<file path="src/rtl/irq_seq_pkg.sv">
package irq_seq_pkg;
  typedef enum logic [2:0] {
    S_IDLE  = 3'd0,
    S_STK   = 3'd1,
    S_VEC   = 3'd2,
    S_RD    = 3'd3,
    S_RDONE = 3'd4
  } seq_st_t;

  // frame byte count; offset 0 is the condition byte at the lowest address
  localparam int FRAME_BYTES = 9;
endpackage

</file>
<file path="src/rtl/irq_rst_sync.sv">
module irq_rst_sync (
  input  logic clk,
  input  logic rst_n,
  output logic rst_sync_n
);
  logic [1:0] sync_q;

  always_ff @(posedge clk or negedge rst_n) begin
    if (!rst_n) sync_q <= 2'b00;
    else        sync_q <= {sync_q[0], 1'b1};
  end

  assign rst_sync_n = sync_q[1];
endmodule

</file>
<file path="src/rtl/irq_prio_enc.sv">
module irq_prio_enc #(
  parameter int N = 8,
  parameter int AW = 16,
  parameter int IPOS = 4,
  parameter int XPOS = 6,
  parameter logic [AW-1:0] VEC_TOP = 16'hFFFE,
  localparam int IW = $clog2(N)
) (
  input  logic [N-1:0]  req,
  input  logic [7:0]    ccr,
  output logic          any,
  output logic [IW-1:0] idx,
  output logic [AW-1:0] vec
);
  logic [N-1:0] gated;

  // index 0 obeys the non-maskable-type mask, all others the request mask
  for (genvar g = 0; g < N; g++) begin : g_gate
    if (g == 0) begin : g_x
      assign gated[g] = req[g] & ~ccr[XPOS];
    end else begin : g_i
      assign gated[g] = req[g] & ~ccr[IPOS];
    end
  end

  always_comb begin
    idx = '0;
    for (int i = N - 1; i >= 0; i--) begin
      if (gated[i]) idx = IW'(i);
    end
  end

  assign any = |gated;
  assign vec = VEC_TOP - ({{(AW-IW){1'b0}}, idx} << 1);
endmodule

</file>
<file path="src/rtl/irq_frame_buf.sv">
module irq_frame_buf import irq_seq_pkg::*; (
  input  logic        clk,
  input  logic        rst_n,
  input  logic        load_en,
  input  logic [15:0] ld_pc,
  input  logic [15:0] ld_y,
  input  logic [15:0] ld_x,
  input  logic [15:0] ld_d,
  input  logic [7:0]  ld_ccr,
  input  logic        cap_en,
  input  logic [3:0]  cap_off,
  input  logic [7:0]  cap_data,
  input  logic [3:0]  sel_off,
  output logic [7:0]  sel_byte,
  output logic [15:0] f_pc,
  output logic [15:0] f_y,
  output logic [15:0] f_x,
  output logic [15:0] f_d,
  output logic [7:0]  f_ccr
);
  logic [FRAME_BYTES-1:0][7:0] fb_q, fb_d;

  always_comb begin
    fb_d = fb_q;
    if (load_en) begin
      fb_d = {ld_pc[7:0], ld_pc[15:8], ld_y[7:0], ld_y[15:8],
              ld_x[7:0], ld_x[15:8], ld_d[7:0], ld_d[15:8], ld_ccr};
    end else if (cap_en) begin
      for (int i = 0; i < FRAME_BYTES; i++) begin
        if (cap_off == 4'(i)) fb_d[i] = cap_data;
      end
    end
  end

  always_ff @(posedge clk or negedge rst_n) begin
    if (!rst_n)                fb_q <= '0;
    else if (load_en || cap_en) fb_q <= fb_d;
  end

  always_comb begin
    sel_byte = 8'h00;
    for (int i = 0; i < FRAME_BYTES; i++) begin
      if (sel_off == 4'(i)) sel_byte = fb_q[i];
    end
  end

  assign f_ccr = fb_q[0];
  assign f_d   = {fb_q[1], fb_q[2]};
  assign f_x   = {fb_q[3], fb_q[4]};
  assign f_y   = {fb_q[5], fb_q[6]};
  assign f_pc  = {fb_q[7], fb_q[8]};
endmodule

</file>
<file path="src/rtl/irq_seq_ctl.sv">
module irq_seq_ctl import irq_seq_pkg::*; #(
  parameter int N = 8,
  parameter int AW = 16,
  parameter int IPOS = 4,
  parameter int XPOS = 6,
  localparam int IW = $clog2(N)
) (
  input  logic          clk,
  input  logic          rst_n,
  input  logic          instr_done,
  input  logic          rti_cmd,
  input  logic          ccr_wr_en,
  input  logic [7:0]    ccr_wdata,
  input  logic [AW-1:0] sp_in,
  input  logic          pend_any,
  input  logic [IW-1:0] pend_idx,
  input  logic [AW-1:0] pend_vec,
  input  logic [7:0]    frame_ccr,
  output logic          busy,
  output logic          flush,
  output logic          mem_we,
  output logic          mem_re,
  output logic [AW-1:0] mem_addr,
  output logic [3:0]    sel_off,
  output logic          load_en,
  output logic          cap_en,
  output logic [3:0]    cap_off,
  output logic [7:0]    ccr_q,
  output logic [7:0]    eff_ccr,
  output logic          vec_valid,
  output logic [AW-1:0] vec_addr,
  output logic          sp_load,
  output logic [AW-1:0] sp_out,
  output logic          rest_valid
);
  localparam logic [7:0] IMSK     = 8'(1) << IPOS;
  localparam logic [7:0] XMSK     = 8'(1) << XPOS;
  localparam logic [3:0] LAST_OFF = 4'(FRAME_BYTES - 1);
  localparam logic [3:0] RD_END   = 4'(FRAME_BYTES);

  seq_st_t       state_q, state_d;
  logic [3:0]    cnt_q, cnt_d;
  logic [AW-1:0] base_q, base_d;
  logic [AW-1:0] vec_q, vec_d;
  logic          xwin_q, xwin_d;
  logic [7:0]    ccr_d;
  logic [AW-1:0] cnt_ext;

  assign cnt_ext = {{(AW-4){1'b0}}, cnt_q};
  // masks that decide a chained handler come from the frame being restored
  assign eff_ccr = (state_q == S_RDONE) ? frame_ccr : ccr_q;

  always_comb begin
    state_d    = state_q;
    cnt_d      = cnt_q;
    base_d     = base_q;
    vec_d      = vec_q;
    xwin_d     = xwin_q;
    ccr_d      = ccr_q;
    mem_we     = 1'b0;
    mem_re     = 1'b0;
    mem_addr   = base_q + cnt_ext;
    load_en    = 1'b0;
    cap_en     = 1'b0;
    cap_off    = cnt_q - 4'd1;
    flush      = 1'b0;
    vec_valid  = 1'b0;
    sp_load    = 1'b0;
    sp_out     = base_q;
    rest_valid = 1'b0;
    unique case (state_q)
      S_IDLE: begin
        if (rti_cmd) begin
          base_d  = sp_in;
          cnt_d   = 4'd0;
          state_d = S_RD;
        end else if (instr_done && pend_any) begin
          base_d  = sp_in - AW'(FRAME_BYTES);
          vec_d   = pend_vec;
          xwin_d  = (pend_idx == '0);
          load_en = 1'b1;
          flush   = 1'b1;
          cnt_d   = LAST_OFF;
          state_d = S_STK;
        end else if (ccr_wr_en) begin
          ccr_d = ccr_wdata;
        end
      end
      S_STK: begin
        mem_we = 1'b1;
        if (cnt_q == 4'd0) begin
          ccr_d   = ccr_q | IMSK | (xwin_q ? XMSK : 8'h00);
          state_d = S_VEC;
        end else begin
          cnt_d = cnt_q - 4'd1;
        end
      end
      S_VEC: begin
        vec_valid = 1'b1;
        sp_load   = 1'b1;
        state_d   = S_IDLE;
      end
      S_RD: begin
        mem_re = (cnt_q < RD_END);
        cap_en = (cnt_q != 4'd0);
        if (cnt_q == RD_END) state_d = S_RDONE;
        else                 cnt_d   = cnt_q + 4'd1;
      end
      S_RDONE: begin
        rest_valid = 1'b1;
        if (pend_any) begin
          ccr_d   = frame_ccr | IMSK | ((pend_idx == '0) ? XMSK : 8'h00);
          vec_d   = pend_vec;
          flush   = 1'b1;
          state_d = S_VEC;
        end else begin
          ccr_d   = frame_ccr;
          sp_load = 1'b1;
          sp_out  = base_q + AW'(FRAME_BYTES);
          state_d = S_IDLE;
        end
      end
      default: state_d = S_IDLE;
    endcase
  end

  always_ff @(posedge clk or negedge rst_n) begin
    if (!rst_n) begin
      state_q <= S_IDLE;
      cnt_q   <= '0;
      base_q  <= '0;
      vec_q   <= '0;
      xwin_q  <= 1'b0;
      ccr_q   <= IMSK | XMSK;
    end else begin
      state_q <= state_d;
      cnt_q   <= cnt_d;
      base_q  <= base_d;
      vec_q   <= vec_d;
      xwin_q  <= xwin_d;
      ccr_q   <= ccr_d;
    end
  end

  assign busy     = (state_q == S_STK) || (state_q == S_RD) || (state_q == S_RDONE);
  assign sel_off  = cnt_q;
  assign vec_addr = vec_q;


  write_addr_desc_chk: assert property (@(posedge clk) disable iff (!rst_n)
    (mem_we && $past(mem_we)) |-> (mem_addr == $past(mem_addr) - AW'(1)));


  write_after_boundary_chk: assert property (@(posedge clk) disable iff (!rst_n)
    $rose(mem_we) |-> $past(instr_done));


  imask_after_ccr_chk: assert property (@(posedge clk) disable iff (!rst_n)
    (mem_we && cnt_q == 4'd0) |=> ccr_q[IPOS]);


  vec_pulse_chk: assert property (@(posedge clk) disable iff (!rst_n)
    vec_valid |=> (!vec_valid && !busy));


  port_excl_chk: assert property (@(posedge clk) disable iff (!rst_n)
    !(mem_we && mem_re));


  capture_latency_chk: assert property (@(posedge clk) disable iff (!rst_n)
    cap_en |-> $past(mem_re));
endmodule

</file>
<file path="src/rtl/irq_frame_seq.sv">
module irq_frame_seq #(
  parameter int N = 8,
  parameter int AW = 16,
  parameter int IPOS = 4,
  parameter int XPOS = 6,
  parameter logic [AW-1:0] VEC_TOP = 16'hFFFE
) (
  input  logic          clk,
  input  logic          rst_n,
  input  logic          instr_done,
  input  logic          rti_cmd,
  input  logic [N-1:0]  irq_req,
  input  logic          ccr_wr_en,
  input  logic [7:0]    ccr_wdata,
  input  logic [15:0]   pc_in,
  input  logic [15:0]   y_in,
  input  logic [15:0]   x_in,
  input  logic [15:0]   d_in,
  input  logic [AW-1:0] sp_in,
  output logic          mem_we,
  output logic          mem_re,
  output logic [AW-1:0] mem_addr,
  output logic [7:0]    mem_wdata,
  input  logic [7:0]    mem_rdata,
  output logic          busy,
  output logic          flush,
  output logic          vec_valid,
  output logic [AW-1:0] vec_addr,
  output logic          sp_load,
  output logic [AW-1:0] sp_out,
  output logic          rest_valid,
  output logic [15:0]   rest_pc,
  output logic [15:0]   rest_y,
  output logic [15:0]   rest_x,
  output logic [15:0]   rest_d,
  output logic [7:0]    ccr_o
);
  localparam int IW = $clog2(N);

  logic          rst_i_n;
  logic          pend_any;
  logic [IW-1:0] pend_idx;
  logic [AW-1:0] pend_vec;
  logic [7:0]    eff_ccr;
  logic [7:0]    frame_ccr;
  logic [3:0]    sel_off;
  logic [3:0]    cap_off;
  logic          load_en;
  logic          cap_en;

  irq_rst_sync u_rst (
    .clk        (clk),
    .rst_n      (rst_n),
    .rst_sync_n (rst_i_n)
  );

  irq_prio_enc #(
    .N(N), .AW(AW), .IPOS(IPOS), .XPOS(XPOS), .VEC_TOP(VEC_TOP)
  ) u_enc (
    .req (irq_req),
    .ccr (eff_ccr),
    .any (pend_any),
    .idx (pend_idx),
    .vec (pend_vec)
  );

  irq_frame_buf u_buf (
    .clk      (clk),
    .rst_n    (rst_i_n),
    .load_en  (load_en),
    .ld_pc    (pc_in),
    .ld_y     (y_in),
    .ld_x     (x_in),
    .ld_d     (d_in),
    .ld_ccr   (ccr_o),
    .cap_en   (cap_en),
    .cap_off  (cap_off),
    .cap_data (mem_rdata),
    .sel_off  (sel_off),
    .sel_byte (mem_wdata),
    .f_pc     (rest_pc),
    .f_y      (rest_y),
    .f_x      (rest_x),
    .f_d      (rest_d),
    .f_ccr    (frame_ccr)
  );

  irq_seq_ctl #(
    .N(N), .AW(AW), .IPOS(IPOS), .XPOS(XPOS)
  ) u_ctl (
    .clk        (clk),
    .rst_n      (rst_i_n),
    .instr_done (instr_done),
    .rti_cmd    (rti_cmd),
    .ccr_wr_en  (ccr_wr_en),
    .ccr_wdata  (ccr_wdata),
    .sp_in      (sp_in),
    .pend_any   (pend_any),
    .pend_idx   (pend_idx),
    .pend_vec   (pend_vec),
    .frame_ccr  (frame_ccr),
    .busy       (busy),
    .flush      (flush),
    .mem_we     (mem_we),
    .mem_re     (mem_re),
    .mem_addr   (mem_addr),
    .sel_off    (sel_off),
    .load_en    (load_en),
    .cap_en     (cap_en),
    .cap_off    (cap_off),
    .ccr_q      (ccr_o),
    .eff_ccr    (eff_ccr),
    .vec_valid  (vec_valid),
    .vec_addr   (vec_addr),
    .sp_load    (sp_load),
    .sp_out     (sp_out),
    .rest_valid (rest_valid)
  );
endmodule

</file>
<file path="config.mk">
export PLATFORM = sky130hd
export DESIGN_NAME = irq_frame_seq
export DESIGN_NICKNAME = d
export VERILOG_FILES = /design/src/rtl/irq_seq_pkg.sv /design/src/rtl/irq_rst_sync.sv /design/src/rtl/irq_prio_enc.sv /design/src/rtl/irq_frame_buf.sv /design/src/rtl/irq_seq_ctl.sv /design/src/rtl/irq_frame_seq.sv
export SDC_FILE = /design/constraint.sdc
export NUM_CORES = 1
export LEC_CHECK = 0
export CORE_ASPECT_RATIO = 0.5
export CORE_MARGIN = 2
export CORE_UTILIZATION = 40
export CTS_CLUSTER_DIAMETER = 80
export CTS_CLUSTER_SIZE = 10
export DETAILED_ROUTE_END_ITERATION = 10
export PLACE_DENSITY = 0.68
export SLEW_MARGIN = 20
export SYNTH_ARGS = -nofsm -noshare
export SYNTH_HDL_FRONTEND = slang
export SYNTH_HIERARCHICAL = 1
export SYNTH_SLANG_ARGS = --single-unit
</file>
<file path="constraint.sdc">
create_clock -name clk -period 5.26 [get_ports clk]
set_input_delay 1.052 -clock clk [delete_from_list [all_inputs] [get_ports clk]]
set_output_delay 1.052 -clock clk [all_outputs]
set_load 0.01 [all_outputs]
</file>
# After elaboration in Yosys (flattened, before gate mapping)
# Cells that the tools add are included.
# word_totals
regBits,122
latch_bits,0
ramBits,0
mem_bits_ro,0
input_bits,109
output_inout_bits,135
n_memories,0
# classes
add_sub_neg,6
multipliers,0
div_mod_pow,0
magnitude_cmp,1
n_eq_ne,31
n_shift,0
n_mux,68
bitwise_logic,13
reduce_logical,39
# ops
operator,count
$mux 8,23
$mux 72,2
$mux 16,7
$mux 3,12
$reduce_and 3->1,11
$eq 4x3->1 const B,8
$pmux 16 s2,1
$pmux 8 s3,1
$reduce_bool 2->1,12
$mux 7,3
$add 16x4->16,1
$add 16x4->16 const B,1
$eq 4x2->1 const B,4
$mux 4,4
$or 8x7->8,2
$sub 16x4->16 const B,1
$eq 4x4->1 const B,3
$ne 2x2->1 const B,6
$pmux 3 s4,1
$pmux 4 s3,1
$mux 1,10
$and 1x1->1,8
$eq 4x1->1 const B,2
$logic_not 4->1,2
21 further kinds,32

# Depth between registers and ports, before layout
# depth
ltp_word,17
ltp_mapped,16

# Cells and area by module
# The synthesis kept the hierarchy.
# modules_own_cells
module,n_inst,cells_per_inst,area_each_um2,seq_area_each_um2
irq_frame_buf,1,447,4176.5,1801.7
irq_seq_ctl,1,375,3323.2,1203.7
irq_prio_enc,1,35,235.2,0.0
irq_rst_sync,1,3,53.8,50.0

# Worst setup path after synthesis
# No wires, ideal clock.
# synth_timing
path_type,register to output
from,reg u_ctl.state_q[2]
to,out sp_out[9]
arrival_time_ns,3.295
t_required_ns,4.208
slack_ns,0.913
path_stages_with_launch,14
path_buffers,3
path_cell_list,dfrtp_1 > clkbuf_1 > nand2_1 > clkinv_1 > clkbuf_1 > o21ai_0 > nor2b_4 > o21bai_1 > or2_1 > or4b_1 > buf_2 > nor3_4 > nand3_1 > xnor2_1
# synth_via
elab_chain_len,7
elab_cells_between_ends,15
classes_between,1 x eq/ne; 3 x mux; 10 x bitwise; 1 x reduce/logical
# synth_rtl
item,line,rtl
start: declaration,irq_seq_ctl.sv:41,"seq_st_t state_q, state_d;"
start signal: assignment,irq_seq_ctl.sv:136,state_q <= state_d;
$eq 3x3->1,irq_seq_ctl.sv:51,assign eff_ccr = (state_q == S_RDONE) ? frame_ccr : ccr_q;
$mux 7,irq_seq_ctl.sv:51,
via eff_ccr[6],irq_frame_seq.sv:44,logic [7:0] eff_ccr;
$not 1->1,irq_prio_enc.sv:20,assign gated[g] = req[g] & ~ccr[XPOS];
$and 1x1->1,irq_prio_enc.sv:20,
$reduce_or 8->1,irq_prio_enc.sv:33,assign any = |gated;
via pend_any,irq_frame_seq.sv:41,logic pend_any;
$mux 16,irq_seq_ctl.sv:111,if (pend_any) begin
$mux 16,irq_seq_ctl.sv:71,unique case (state_q)
end: declaration,irq_frame_seq.sv:30,"output logic [AW-1:0] sp_out,"
# The timed path passes the listed nets, and every way through them passes these cells.

# Worst setup path in the final report
# layout_timing
from,in irq_req[3]
to,out sp_out[15]
# layout_via
elab_chain_len,4
# layout_rtl
item,line,rtl
start: declaration,irq_frame_seq.sv:12,"input logic [N-1:0] irq_req,"
$and 1x1->1,irq_prio_enc.sv:22,assign gated[g] = req[g] & ~ccr[IPOS];
$reduce_or 8->1,irq_prio_enc.sv:33,
via pend_any,irq_frame_seq.sv:41,
$mux 16,irq_seq_ctl.sv:111,
$mux 16,irq_seq_ctl.sv:71,
# The timed path passes the listed nets, and every way through them passes these cells.

==> results by stage <==
Outcome:
- The flow ran to the end, and the final reports show no timing, DRC or antenna violations.

Worst setup path:
- The capture point of the worst reg-to-reg path is u_buf/f_pc[2]$_DFFE_PN0P_.
- The worst-path cell with the longest stage delay is clkdlybuf4s50_1.
- The maximum fanout count along the critical path is 10.
- Data arrives at the worst endpoint at between 4 and 5 ns.
- The critical path in this run is classified as input port to output port.
- The most prevalent standard cell on the critical path is clkdlybuf4s50_1.
- The critical path data required time is around 4.2 ns.
- The kind of start point of the critical path is an input port.
- Traced cell by cell, the critical path runs through clkdlybuf4s50_1 -> nor3_2 -> o21bai_1 -> or2_1 -> or4b_1 -> buf_4 -> nor3_4 -> nand2_1 -> xnor2_1 -> clkdlybuf4s50_1.
- The startpoint identified for the worst register-to-register timing path is u_ctl/sel_off[0]$_DFFE_PN0P_.
- The type of element capturing the critical path is an output port.
- Counting cells, the worst reg-to-reg path comes to 10.
- For flop-to-flop paths, the worst setup slack is 1.81 ns.
- For this run, the slowest stage of the critical path takes around 0.6 ns.

Floorplan:
- The initial utilization of the core area, before any placement, comes to 0.4139.
- The die width is about 200 um.
- In this run the core area contains 35 standard-cell rows.
- The area of the core region is about 19,000 um2.
- The number of top-level pins is roughly 240.
- The floorplan step defined a die boundary enclosing 20,500 um2.
- The die span in y is roughly 100 um.

STA:
- The maximum achievable frequency is slightly below 0.2 GHz.
- The total count of hold-check failures in the final report is 0.
- The post-route setup TNS is 0 ns.
- The worst-case clock skew is about 0.0074 ns.
- The clock period minus worst slack is about 5.1 ns.
- Headroom to the max-slew limit came out at 0.3649.
- Setup repair after global routing left no endpoint under its margin.
- For the pin with the worst max-slew slack, the measured transition is about 0.95 ns.
- The final number of setup-violating endpoints is 0.
- The number of max-slew violations in the final report was 0.
- The post-route clock period utilization is 0.9627.

Power and ir drop:
- The relative contribution of combinational cells to total power is 0.534.
- The clock network fraction of total power is 0.180.
- Internal power comes to roughly 4.1 mW.
- Of the total power, the share spent switching nets is 0.3917.
- The maximum resistive drop on vdd is 0.0002714 V.
- Summed over all cells, the static leakage comes to approximately 4.5 nW.
- Summed over all nets, the switching power comes to 2.641 mW.
- Of the total power, registers draw 0.286.
- The power per unit of standard cell area is 617.6 nW/um2.

Detailed routing:
- Detailed routing inserted a total of 7,186 vias.
- Dividing the detail-routed wire length by the instance count gives 18.64 um.
- The detailed router finished its first iteration with 535 violations.
- The routed design has between 20,000 and 25,000 um of wire.
- The number of iterations in the first detailed-routing pass is 4.
- The count of nets left with antenna violations once routing finished came out at 0.
- In the routed layout, each cell is associated on average with a via count of 5.415.
- The count of unresolved DRC violations after routing is 0.

Placed design:
- At the end of routability-driven placement, the weighted congestion stood at approximately 0.89.
- Summed over all nets, the half-perimeter wirelength after detailed placement is between 15,000 and 20,000 um.
- The number of input and output port buffers inserted is between 200 and 250.
- The total instance count after detailed placement is ~1,300.

Global routing:
- The busiest layer in global routing is met2.
- The largest net degree at the start of global routing is slightly below 80.
- The first global-routing pass estimated ~39,000 um of wire.
- The met3 usage in global routing is 0.04369.
- The residual overflow from global routing is 0.
- The met1 layer usage reported by global route is 0.3253.
- The number of global-route vias before repair came to around 7,100.
- The initial antenna violation count is 0.
- For this run, global-route usage on met2 was measured as 0.3998.
- For this run, the total global-route usage over all layers was measured as 0.2425.

Layout:
- The share of final-layout standard cells stronger than drive strength 1 is 0.1021.
- The layout filler cell count is roughly 1,700.
- The final standard cell utilization of the core is 0.5851.
- The antenna diode count is 0.
- The area added between synthesis and finish is 41.37%.
- The final standard cell count with taps included and fillers excluded is 1,327.
- Summing all flip-flop and latch instances after layout gives roughly 3100 um2.
- The area of the multi-input gates is roughly 4300 um2.
- The final net count is roughly 1,200.

Flow run:
- Across the run, the number of max-cap violations was 0.

Clock network:
- The count of hold buffers inserted by post-cts repair is 0.
- The maximum clock insertion buffer count is 2.
- The root buffer cell chosen for the clock tree is clkbuf_16.
- The number of H-tree levels is 4.
- The clock reaches the later pin of the worst-skew pair after 0.42 ns.
- Clock-pin slew was measured on the worst setup and hold paths at approximately 0.05 ns.
- The TritonCTS buffer count is 17.
- TritonCTS built the clock tree.
- The CTS sink count is 122.

Min path:
- The cell depth of the worst min-delay path is 0.
- The capture endpoint of the worst hold path is u_rst/sync_q[1]$_DFF_PN0_.
- In this run the most critical hold path is launched from u_rst/sync_q[0]$_DFF_PN0_.
- The tightest min-delay check is of the flop to flop type.

Synth:
- The yosys synthesis warning count is 6.
- The summed instance area of the synthesized netlist is 7721 um2.
- The synthesized instance count is around 840.
- The mean post-synth cell area is between 9 and 10 um2.
[worst max-delay path: cells and delay by family]
kind | cells | cell delay [ns]
xor+xnor | 1 | 0.18
compound gates | 1 | 0.10
buf+inv | 3 | 1.29
simple gates | 5 | 1.38
[flip-flops by register name, summed over array words and instances, names as in the netlist, 3 cells and up]
name	cells
u_buf/f_d	16
u_buf/f_pc	16
u_buf/f_x	16
u_buf/f_y	16
u_ctl/base_q	16
u_ctl/vec_addr	16
u_buf/f_ccr	8
u_ctl/ccr_q	8
u_ctl/sel_off	4
u_ctl/state_q	3
[final cells by class]
class                      instances  area share
tap                              259     0.02969
clock buffer                      25     0.04539
clock inverter                     7     0.01032
sequential                       122      0.2804
inverter                          22    0.007909
timing repair buffer             260      0.2357
multi-input combinational        632      0.3906
[metrics by stage]
step           hold WS [ns]  setup WS [ns]  power, mW  cell area [um2]
6_report             0.3525         0.1962      6.742            10920
5_1_grt              0.3560        0.04316      7.166            10920
4_1_cts              0.3540        0.07632      6.756            10880
3_5_place_dp         0.3402         0.1876      5.516            10270
3_3_place_gp         0.3387         0.3021      5.451            10270
2_1_floorplan        0.3312          1.141      3.711             7762
[power by group through the flow]
| stage | clock network (mW) | registers (mW) | logic [mW] |
|---|---|---|---|
| floorplan | 0 | 1.91 | 1.80 |
| global placement | 0 | 1.92 | 3.53 |
| detailed placement | 0 | 1.93 | 3.59 |
| CTS | 1.23 | 1.92 | 3.60 |
| global route | 1.28 | 2.00 | 3.89 |
| finish | 1.21 | 1.93 | 3.60 |
[metal layers]
| metal | up-vias | routed length [um] | share of wire |
|---|---|---|---|
| li1 | 3390 | - | - |
| met1 | 3485 | 11050 | 0.45 |
| met2 | 275 | 11620 | 0.47 |
| met3 | 36 | 1537 | 0.062 |
| met4 | 0 | 516 | 0.021 |
| met5 | - | 0 | 0 |
[cell usage in the layout, fill, tap and decap left out, types with 4 or more instances in the layout]
cell             instances
or3_1                    5
clkbuf_8                 4
nor2_1                  30
ha_1                     9
a31oi_1                 12
nand3_1                 10
buf_4                   16
nor4_1                   6
inv_1                   21
o31ai_1                  4
mux2i_1                 75
xor2_1                  21
and3_1                   4
nand4_1                  6
clkbuf_1                 4
a211oi_1                 4
a21o_1                   4
nand2b_1                13
nand2_1                110
clkdlybuf4s50_1        243
o21ai_1                  6
o21ai_0                 97
xnor2_1                 22
o22ai_1                  9
o211ai_1                 9
a22oi_1                  6
a21oi_1                 24
dfrtp_1                118
conb_1                  14
o2bb2ai_1                7
clkbuf_16               17
nor2b_1                 11
nor3_1                  15
a22o_1                   8
mux2_2                  36
[timing repair]
item | CTS | global route
buffers inserted | 0 | 3
setup endpoints to repair | 2 | 7
gates resized for setup | 1 | 4
[how the worst max path moves through the flow]
stage	from	end	slack [ns]	cells after the start
2_1_floorplan	u_ctl/state_q[2]$_DFFE_PN0P_	sp_out[9]	1.14	13
3_3_place_gp	irq_req[3]	sp_out[9]	0.30	10
3_5_place_dp	irq_req[3]	sp_out[15]	0.19	10
4_1_cts	u_ctl/state_q[0]$_DFFE_PN0P_	sp_out[15]	0.08	13
5_1_grt	irq_req[3]	sp_out[15]	0.04	10
6_report	irq_req[3]	sp_out[15]	0.20	10
Note: power is estimated with default switching activity, not from simulation.
